### src/rtl/tfr_pkg.sv
package tfr_pkg;
    typedef enum logic [1:0] {
        TCF_IGNORE = 2'd0,
        TCF_SYNC   = 2'd1,
        TCF_ASYNC  = 2'd2,
        TCF_SPLIT  = 2'd3
    } tcf_mode_e;
endpackage

### src/rtl/tfr_mode_sel.sv
module tfr_mode_sel
    import tfr_pkg::*;
#(
    parameter int CTRL_W  = 64,
    parameter int USER_LO = 38,
    parameter int PRIV_LO = 40
) (
    input  logic [CTRL_W-1:0] ctrl_i,
    input  logic              user_i,
    output tcf_mode_e         mode_o
);
    logic [1:0] user_fld;
    logic [1:0] priv_fld;

    always_comb begin
        user_fld = ctrl_i[USER_LO +: 2];
        priv_fld = ctrl_i[PRIV_LO +: 2];
        mode_o   = tcf_mode_e'(user_i ? user_fld : priv_fld);
    end
endmodule

### src/rtl/tfr_dispatch.sv
module tfr_dispatch
    import tfr_pkg::*;
#(
    parameter int STAT_W = 2,
    localparam int IDX_W = (STAT_W > 1) ? $clog2(STAT_W) : 1
) (
    input  logic              fail_i,
    input  tcf_mode_e         mode_i,
    input  logic              write_i,
    input  logic              two_range_i,
    input  logic              range_bit_i,
    output logic              sync_o,
    output logic [STAT_W-1:0] async_set_o
);
    logic             async_hit;
    logic [IDX_W-1:0] idx;

    always_comb begin
        sync_o    = 1'b0;
        async_hit = 1'b0;
        unique case (mode_i)
            TCF_IGNORE: ;
            TCF_SYNC:   sync_o    = fail_i;
            TCF_ASYNC:  async_hit = fail_i;
            TCF_SPLIT: begin
                async_hit = fail_i & write_i;
                sync_o    = fail_i & ~write_i;
            end
            default: ;
        endcase
        idx = two_range_i ? IDX_W'(range_bit_i) : '0;
    end

    for (genvar g = 0; g < STAT_W; g++) begin : g_set
        assign async_set_o[g] = async_hit && (idx == IDX_W'(g));
    end
endmodule

### src/rtl/tfr_status.sv
module tfr_status #(
    parameter int STAT_W = 2
) (
    input  logic              clk,
    input  logic              rst_n,
    input  logic [STAT_W-1:0] set_i,
    input  logic              clr_i,
    input  logic [STAT_W-1:0] clr_mask_i,
    output logic [STAT_W-1:0] status_o
);
    logic [STAT_W-1:0] status_d, status_q;

    always_comb begin
        status_d = status_q;
        if (clr_i) status_d = status_d & ~clr_mask_i;
        status_d = status_d | set_i;
    end

    always_ff @(posedge clk or negedge rst_n) begin
        if (!rst_n) status_q <= '0;
        else        status_q <= status_d;
    end

    assign status_o = status_q;

    // Bits only fall in the cycle after a clear
    assert_sticky_R8: assert property (@(posedge clk) disable iff (!rst_n)
        !clr_i |=> ((status_q & $past(status_q)) == $past(status_q)));

    // A set in the same cycle as a clear wins
    assert_set_wins_R9: assert property (@(posedge clk) disable iff (!rst_n)
        (set_i != '0) |=> ((status_q & $past(set_i)) == $past(set_i)));
endmodule

### src/rtl/tag_fault_resp.sv
module tag_fault_resp
    import tfr_pkg::*;
#(
    parameter int ADDR_W    = 64,
    parameter int CTRL_W    = 64,
    parameter int USER_LO   = 38,
    parameter int PRIV_LO   = 40,
    parameter int RANGE_BIT = 55,
    parameter int STAT_W    = 2
) (
    input  logic              clk,
    input  logic              rst_n,
    input  logic              fail_i,
    input  logic [ADDR_W-1:0] fault_addr_i,
    input  logic              is_write_i,
    input  logic              el0_regime_i,
    input  logic              two_range_i,
    input  logic [CTRL_W-1:0] sctl_i,
    input  logic              clr_i,
    input  logic [STAT_W-1:0] clr_mask_i,
    output logic              abort_o,
    output logic [ADDR_W-1:0] abort_addr_o,
    output logic              abort_write_o,
    output logic [STAT_W-1:0] async_status_o
);
    typedef struct packed {
        logic              abort;
        logic [ADDR_W-1:0] addr;
        logic              wr;
    } abort_st_t;

    tcf_mode_e         mode;
    logic              sync_req;
    logic [STAT_W-1:0] async_set;
    abort_st_t         st_d, st_q;

    tfr_mode_sel #(.CTRL_W(CTRL_W), .USER_LO(USER_LO), .PRIV_LO(PRIV_LO)) u_sel (
        .ctrl_i (sctl_i),
        .user_i (el0_regime_i),
        .mode_o (mode)
    );

    tfr_dispatch #(.STAT_W(STAT_W)) u_disp (
        .fail_i      (fail_i),
        .mode_i      (mode),
        .write_i     (is_write_i),
        .two_range_i (two_range_i),
        .range_bit_i (fault_addr_i[RANGE_BIT]),
        .sync_o      (sync_req),
        .async_set_o (async_set)
    );

    tfr_status #(.STAT_W(STAT_W)) u_stat (
        .clk        (clk),
        .rst_n      (rst_n),
        .set_i      (async_set),
        .clr_i      (clr_i),
        .clr_mask_i (clr_mask_i),
        .status_o   (async_status_o)
    );

    always_comb begin
        st_d       = st_q;
        st_d.abort = sync_req;
        if (sync_req) begin
            st_d.addr = fault_addr_i;
            st_d.wr   = is_write_i;
        end
    end

    always_ff @(posedge clk or negedge rst_n) begin
        if (!rst_n) st_q <= '0;
        else        st_q <= st_d;
    end

    assign abort_o       = st_q.abort;
    assign abort_addr_o  = st_q.addr;
    assign abort_write_o = st_q.wr;

    logic [1:0] fld;
    assign fld = el0_regime_i ? sctl_i[USER_LO +: 2] : sctl_i[PRIV_LO +: 2];

    assert_pulse_R10: assert property (@(posedge clk) disable iff (!rst_n)
        abort_o |-> $past(fail_i));

    assert_abort_info_R4: assert property (@(posedge clk) disable iff (!rst_n)
        (fail_i && fld == 2'd1) |=> (abort_o && abort_addr_o == $past(fault_addr_i)
                                     && abort_write_o == $past(is_write_i)));

    assert_silent_R3: assert property (@(posedge clk) disable iff (!rst_n)
        (fail_i && fld == 2'd0) |=> !abort_o);

    assert_async_noabort_R5: assert property (@(posedge clk) disable iff (!rst_n)
        (fail_i && fld == 2'd2) |=> (!abort_o && async_status_o != '0));

    assert_split_R6: assert property (@(posedge clk) disable iff (!rst_n)
        (fail_i && fld == 2'd3) |=> (abort_o == !$past(is_write_i)));

    assert_index_R7: assert property (@(posedge clk) disable iff (!rst_n)
        (fail_i && fld == 2'd2 && !two_range_i) |=> async_status_o[0]);
endmodule

### config.mk
export PLATFORM = sky130hd
export DESIGN_NAME = tag_fault_resp
export DESIGN_NICKNAME = d
export VERILOG_FILES = /design/src/rtl/tfr_pkg.sv /design/src/rtl/tfr_mode_sel.sv /design/src/rtl/tfr_dispatch.sv /design/src/rtl/tfr_status.sv /design/src/rtl/tag_fault_resp.sv
export SDC_FILE = /design/constraint.sdc
export NUM_CORES = 1
export LEC_CHECK = 0
export BUFFER_PORTS_ARGS = -buffer_cell sky130_fd_sc_hd__buf_4
export CORE_MARGIN = 8
export CORE_UTILIZATION = 35
export CTS_CLUSTER_SIZE = 24
export DETAILED_ROUTE_END_ITERATION = 8
export PLACE_DENSITY = 0.76
export SLEW_MARGIN = 20
export SYNTH_ARGS = -nofsm -noshare
export SYNTH_HDL_FRONTEND = slang
export SYNTH_SLANG_ARGS = --single-unit
### constraint.sdc
create_clock -name clk -period 0.8 [get_ports clk]
set_input_delay 0.12 -clock clk [delete_from_list [all_inputs] [get_ports clk]]
set_output_delay 0.12 -clock clk [all_outputs]
set_load 0.02 [all_outputs]
; Yosys cells after proc, flatten, opt, wreduce, memory -nomap -nowiden
; Index checks and enable logic that the tools add are counted.
[word_totals]
elab_cells = 21
in_bits = 137
out_inout_bits = 68
register_bits = 68
[op_classes]
n_bitwise = 7
reduce_logical = 2
mux = 5
eq_ne = 3
[op_table]
columns = cell, count
row1 = "equality test 2 bit, second input constant", 2
row2 = two-way mux 2 bit, 2
row3 = case mux 1 bit (2 select lines), 2
row4 = AND 1 bit, 2
row5 = AND 2 bit, 1
row6 = "equality test 2 x 1 -> 1 bit, second input constant", 1
row7 = logical AND 1 bit, 2
row8 = NOT 1 bit, 2
row9 = NOT 2 bit, 1
row10 = OR 2 bit, 1
row11 = two-way mux 1 bit, 1

; Depth between registers and ports, before layout
[depth]
depth_word = 5
ltp_mapped = 5
mapped_depth_nobuf = 3

; Modules after synthesis
; From an unflattened synthesis, not the netlist that was laid out.
[hier_totals]
cells_unflattened = 153
area_unflattened_um2 = 2793.9
[modules_own_cells]
columns = mod, cells_each, area_per_inst_um2, instances
row1 = tag_fault_resp, 138, 2643.8, 1
row2 = tfr_status, 6, 72.6, 1
row3 = tfr_dispatch, 7, 55.1, 1
row4 = tfr_mode_sel, 2, 22.5, 1

; Worst setup path after synthesis
; Ideal clock, no wire load.
[synth_path]
path_type = in2reg
start = input port el0_regime_i
end = register st_q, in the netlist abort_addr_o[0]
cell_stages = 5
n_path_buf = 2
arrival_ns = 1.366
required_time_ns = 0.673
slack_ns = -0.693
cell_sequence = mux2_2 > a211oi_2 > buf_4 > buf_6 > mux2_1
[synth_via]
elab_chain_len = 3
elab_cells_between_ends = 4
[synth_lines]
columns = item, line
row1 = from (decl), tag_fault_resp.sv:16  ; input logic el0_regime_i,
row2 = two-way mux 2 bit *, tfr_mode_sel.sv:18  ; mode_o = tcf_mode_e'(user_i ? user_fld : priv_fld);
row3 = equality test 2 bit / equality test 2 x 1 -> 1 bit (equally long branches), tfr_dispatch.sv:21  ; unique case (mode_i)
row4 = case mux 1 bit (2 select lines) *, tfr_dispatch.sv:21
row5 = to (signal assigned), tag_fault_resp.sv:73  ; else st_q <= st_d;
row6 = to (decl), tag_fault_resp.sv:35  ; abort_st_t st_d, st_q;
; Mark *: on every way between the ends. The rest lies on a longest branch, timed or not.
; A chain may end at the register's enable or synchronous reset.

; Worst setup path after layout
[layout_path]
start = input port el0_regime_i
end = register st_q, in the netlist abort_addr_o[3]
; The elaborated chain is that of the path after synthesis.

==> results.md <==
* Number of flops mapped to enable cells by yosys at 0
* Crit end category: flop
* DP Wirelength at roughly 5700 um
* Final hold violation count at 0
* Post-synthesis cell count at 153
* Critical-path top delay cell: mux2_4
* Number of global-route vias before repair at 2288
* Reg clk slew, reported paths at roughly 70 ps
* Flip-flop and latch count after synthesis at 68
* Worst-path fanout max at 7
* Cell taking the most area after synthesis: dfrtp_1
* WL met1 at 3070 um
* Fin area at 4930 sq um
* Synth Flop Type: dfrtp_1
* Per-cell routed wire length at approximately 18 um
* Port bufs at about 140
* Req. time, crit path at 1010 ps
* Final worst slack at -457 ps
* Hold path endpoint: abort_addr_o[36]
* Status: finished, violations left
* Fmax achieved at 0.796 GHz
* Synth warn at 0
* Placed Cells at 404
* Vias at between 2k and 2.5k
* Core Region at 7180 sq um
* IO Pins at 205
* Placed inst area at between 4000 and 5000 sq um
* Top cell type's share of synthesized area at 66.1%
* TritonCTS buffer count at 9
* Antenna-violating nets left at 0
* Hold path start: fault_addr_i[36]
* N_diodes at 0
* Setup CP Type: input port to flop
* Ys async rst share at 100%
* Setup-failing EPs final at 134
* Worst slack, placed at -803 ps
* Root buf cell: clkbuf_8
* Final worst path period share at 157%
* TNS Setup at -39660 ps
* Worst Tran Pin Value at 342 ps
* CTS H-tree depth at 3
* Max VDD drop at 0.00120 V
* Critical path arrival at 1470 ps
* PD cells at 2440 nW/um^2
* Slowest cell delay on critical path at 310 ps
* Routability cong. at roughly 0.7
* CP Launch Type: input port
* Layout Utilization at approximately 69%
* Synthesized cell area at roughly 2600 sq um
* Detailed Route WL at 8110 um
* GRT Overall Usage at 14.9%
* Leak Pwr at 2.46 nW
* Skew final at 0 ps
* Non-Filler Instances at approximately 460
* Count leader, synth: dfrtp_1
* Share of layout cells above drive strength 1 at 74.4%
* Synthesized net count at 290
* Top Layer Used: met4
* Avg Vias per Cell at 4.45
* Dominant cells by area after synthesis: dfrtp_1 (66%), mux2_1 (20%), mux2_2 (8.3%), buf_6 (1.7%), nand2_1 (0.73%)
* Slew Limit Fails at 0
* R2r startpoint: abort_addr_o[1]
* Floorplan row count at 31
* Total gr overflow at 0
* DR iter-0 viols at 39
* Metal3 WL at 755 um
* P&R area growth vs syn at 91.3%
* CTS tree: built
* Sink Count at 68
* Max Cap Viol at 0
* Met2 WL post-DR at 4180 um
* Violated checks: negative setup slack
* Distinct cells, synth at 14
* Largest net degree at the start of global routing at 29
* RR Endpoint: abort_addr_o[1]
* Die span in y at 102 um
* Minimum clock period at 1260 ps
* Relative slew slack at ~77%
* Die area at 10400 sq um
* # DRC at 0
* Hold crit path type: input port to flop
* Top post-synthesis cells by count: dfrtp_1 (68), mux2_1 (46), mux2_2 (19)
* Reg2Reg Depth at 2
* Reg2reg setup slack at -120 ps
* Clock Tree Buf Depth at 2
* Initial Util at a little over a third
* Crit-path cells: buf_6 > mux2_4 > a211oi_4 > buf_6 > clkbuf_16 > mux2_4
* Sequential share of the synthesized area at 66.1%
* Drt pass-1 iters at 4
* Syn Area/Cell at roughly 17 sq um
* Initial antenna violation count at 0
* Clock insertion delay at the later pin of the skew report at 320 ps
* # nets final at 490
* Die Width at approximately 100 um
* Cell count of the worst hold path at 2
* RSZ-0062 raised after global routing: yes
* Global-route wire length before repair at 11700 um
[flip-flops by register name, summed over array words and instances (netlist names)]
register / flops
u_stat.status_o: 2
abort_o: 1
abort_addr_o: 64
abort_write_o: 1
[critical path, delay by kind of cell]
family / cells / cell delay (ps)
compound gates: 1 / 260
mux: 2 / 600
buf+inv: 3 / 480
[how the worst max path moves through the flow]
stage / from / end / slack [ps] / cells after the start
after floorplan: el0_regime_i / abort_addr_o[0] / -610 / 5
after global placement: el0_regime_i / abort_addr_o[13] / -770 / 6
after detailed placement: el0_regime_i / abort_addr_o[4] / -800 / 6
after CTS: el0_regime_i / abort_addr_o[45] / -430 / 6
after global routing: el0_regime_i / abort_addr_o[2] / -480 / 6
final: el0_regime_i / abort_addr_o[3] / -460 / 6
[routing by layer]
| layer | global-route usage (%) | vias up |
|---|---|---|
| met2 | 26.1 | 81 |
| met3 | 6.80 | 9 |
| li1 | - | 931 |
| met5 | 0 | - |
| met1 | 15.2 | 1004 |
| met4 | 5.61 | 0 |
[per-stage QoR]
| stage | hold WS (ps) | total power, mW |
|---|---|---|
| after floorplan | -176 | 6.35 |
| after detailed placement | 1.71 | 8.21 |
| final | 6.48 | 12.0 |
| after global routing | -18.4 | 12.6 |
| after CTS | -7.21 | 11.8 |
| after global placement | 1.85 | 8.12 |
[placed cells by master, fill, tap and decap left out]
cell / netlist / layout
buf_4: 1 / 107
buf_6: 4 / 76
dfrtp_1: 68 / 68
mux2_4: 0 / 58
clkbuf_8: 0 / 12
mux2_1: 46 / 7
buf_12: 0 / 7
nand2_1: 5 / 5
dlygate4sd3_1: 0 / 4
o21ai_0: 2 / 2
clkinv_2: 0 / 2
clkbuf_16: 0 / 2
and2_1: 1 / 1
mux2i_1: 1 / 1
o211ai_1: 1 / 1
inv_1: 1 / 1
a211oi_4: 0 / 1
o32a_1: 1 / 1
[power by group]
part           leakage [nW]  internal (mW)  switching, mW
clock network        0.0941           1.33           1.18
logic                  1.56           2.97           1.86
registers             0.803           4.15          0.544
total                  2.46           8.46           3.58
[cell type report]
type / instances / area [sq um]
fillers: 507 / 2250
repair buffers: 196 / 1890
flip-flops and latches: 68 / 1700
multi-input cells: 77 / 1030
clock buffers: 12 / 165
well taps: 99 / 124
clock inverters: 2 / 10.0
inverters: 1 / 3.75
[cells by family after synthesis]
| logic type | share of synthesized area [%] |
|---|---|
| AO/OA/AOI/OAI | 1.55 |
| buffers and inverters | 2.58 |
| flip-flops | 66.1 |
| multiplexers | 28.8 |
| AND/OR/NAND/NOR | 0.972 |
[what timing repair did]
action                                  in CTS  in global routing
endpoints found under the setup margin     134                135
gates resized for setup                     93                 17
endpoints found under the hold margin       77                  5
setup buffers                               20                 12
pin swaps                                    1                  0
cloned                                       0                  2
hold buffers                                 2                  2
No activity file was read; power rests on OpenSTA's default activity.
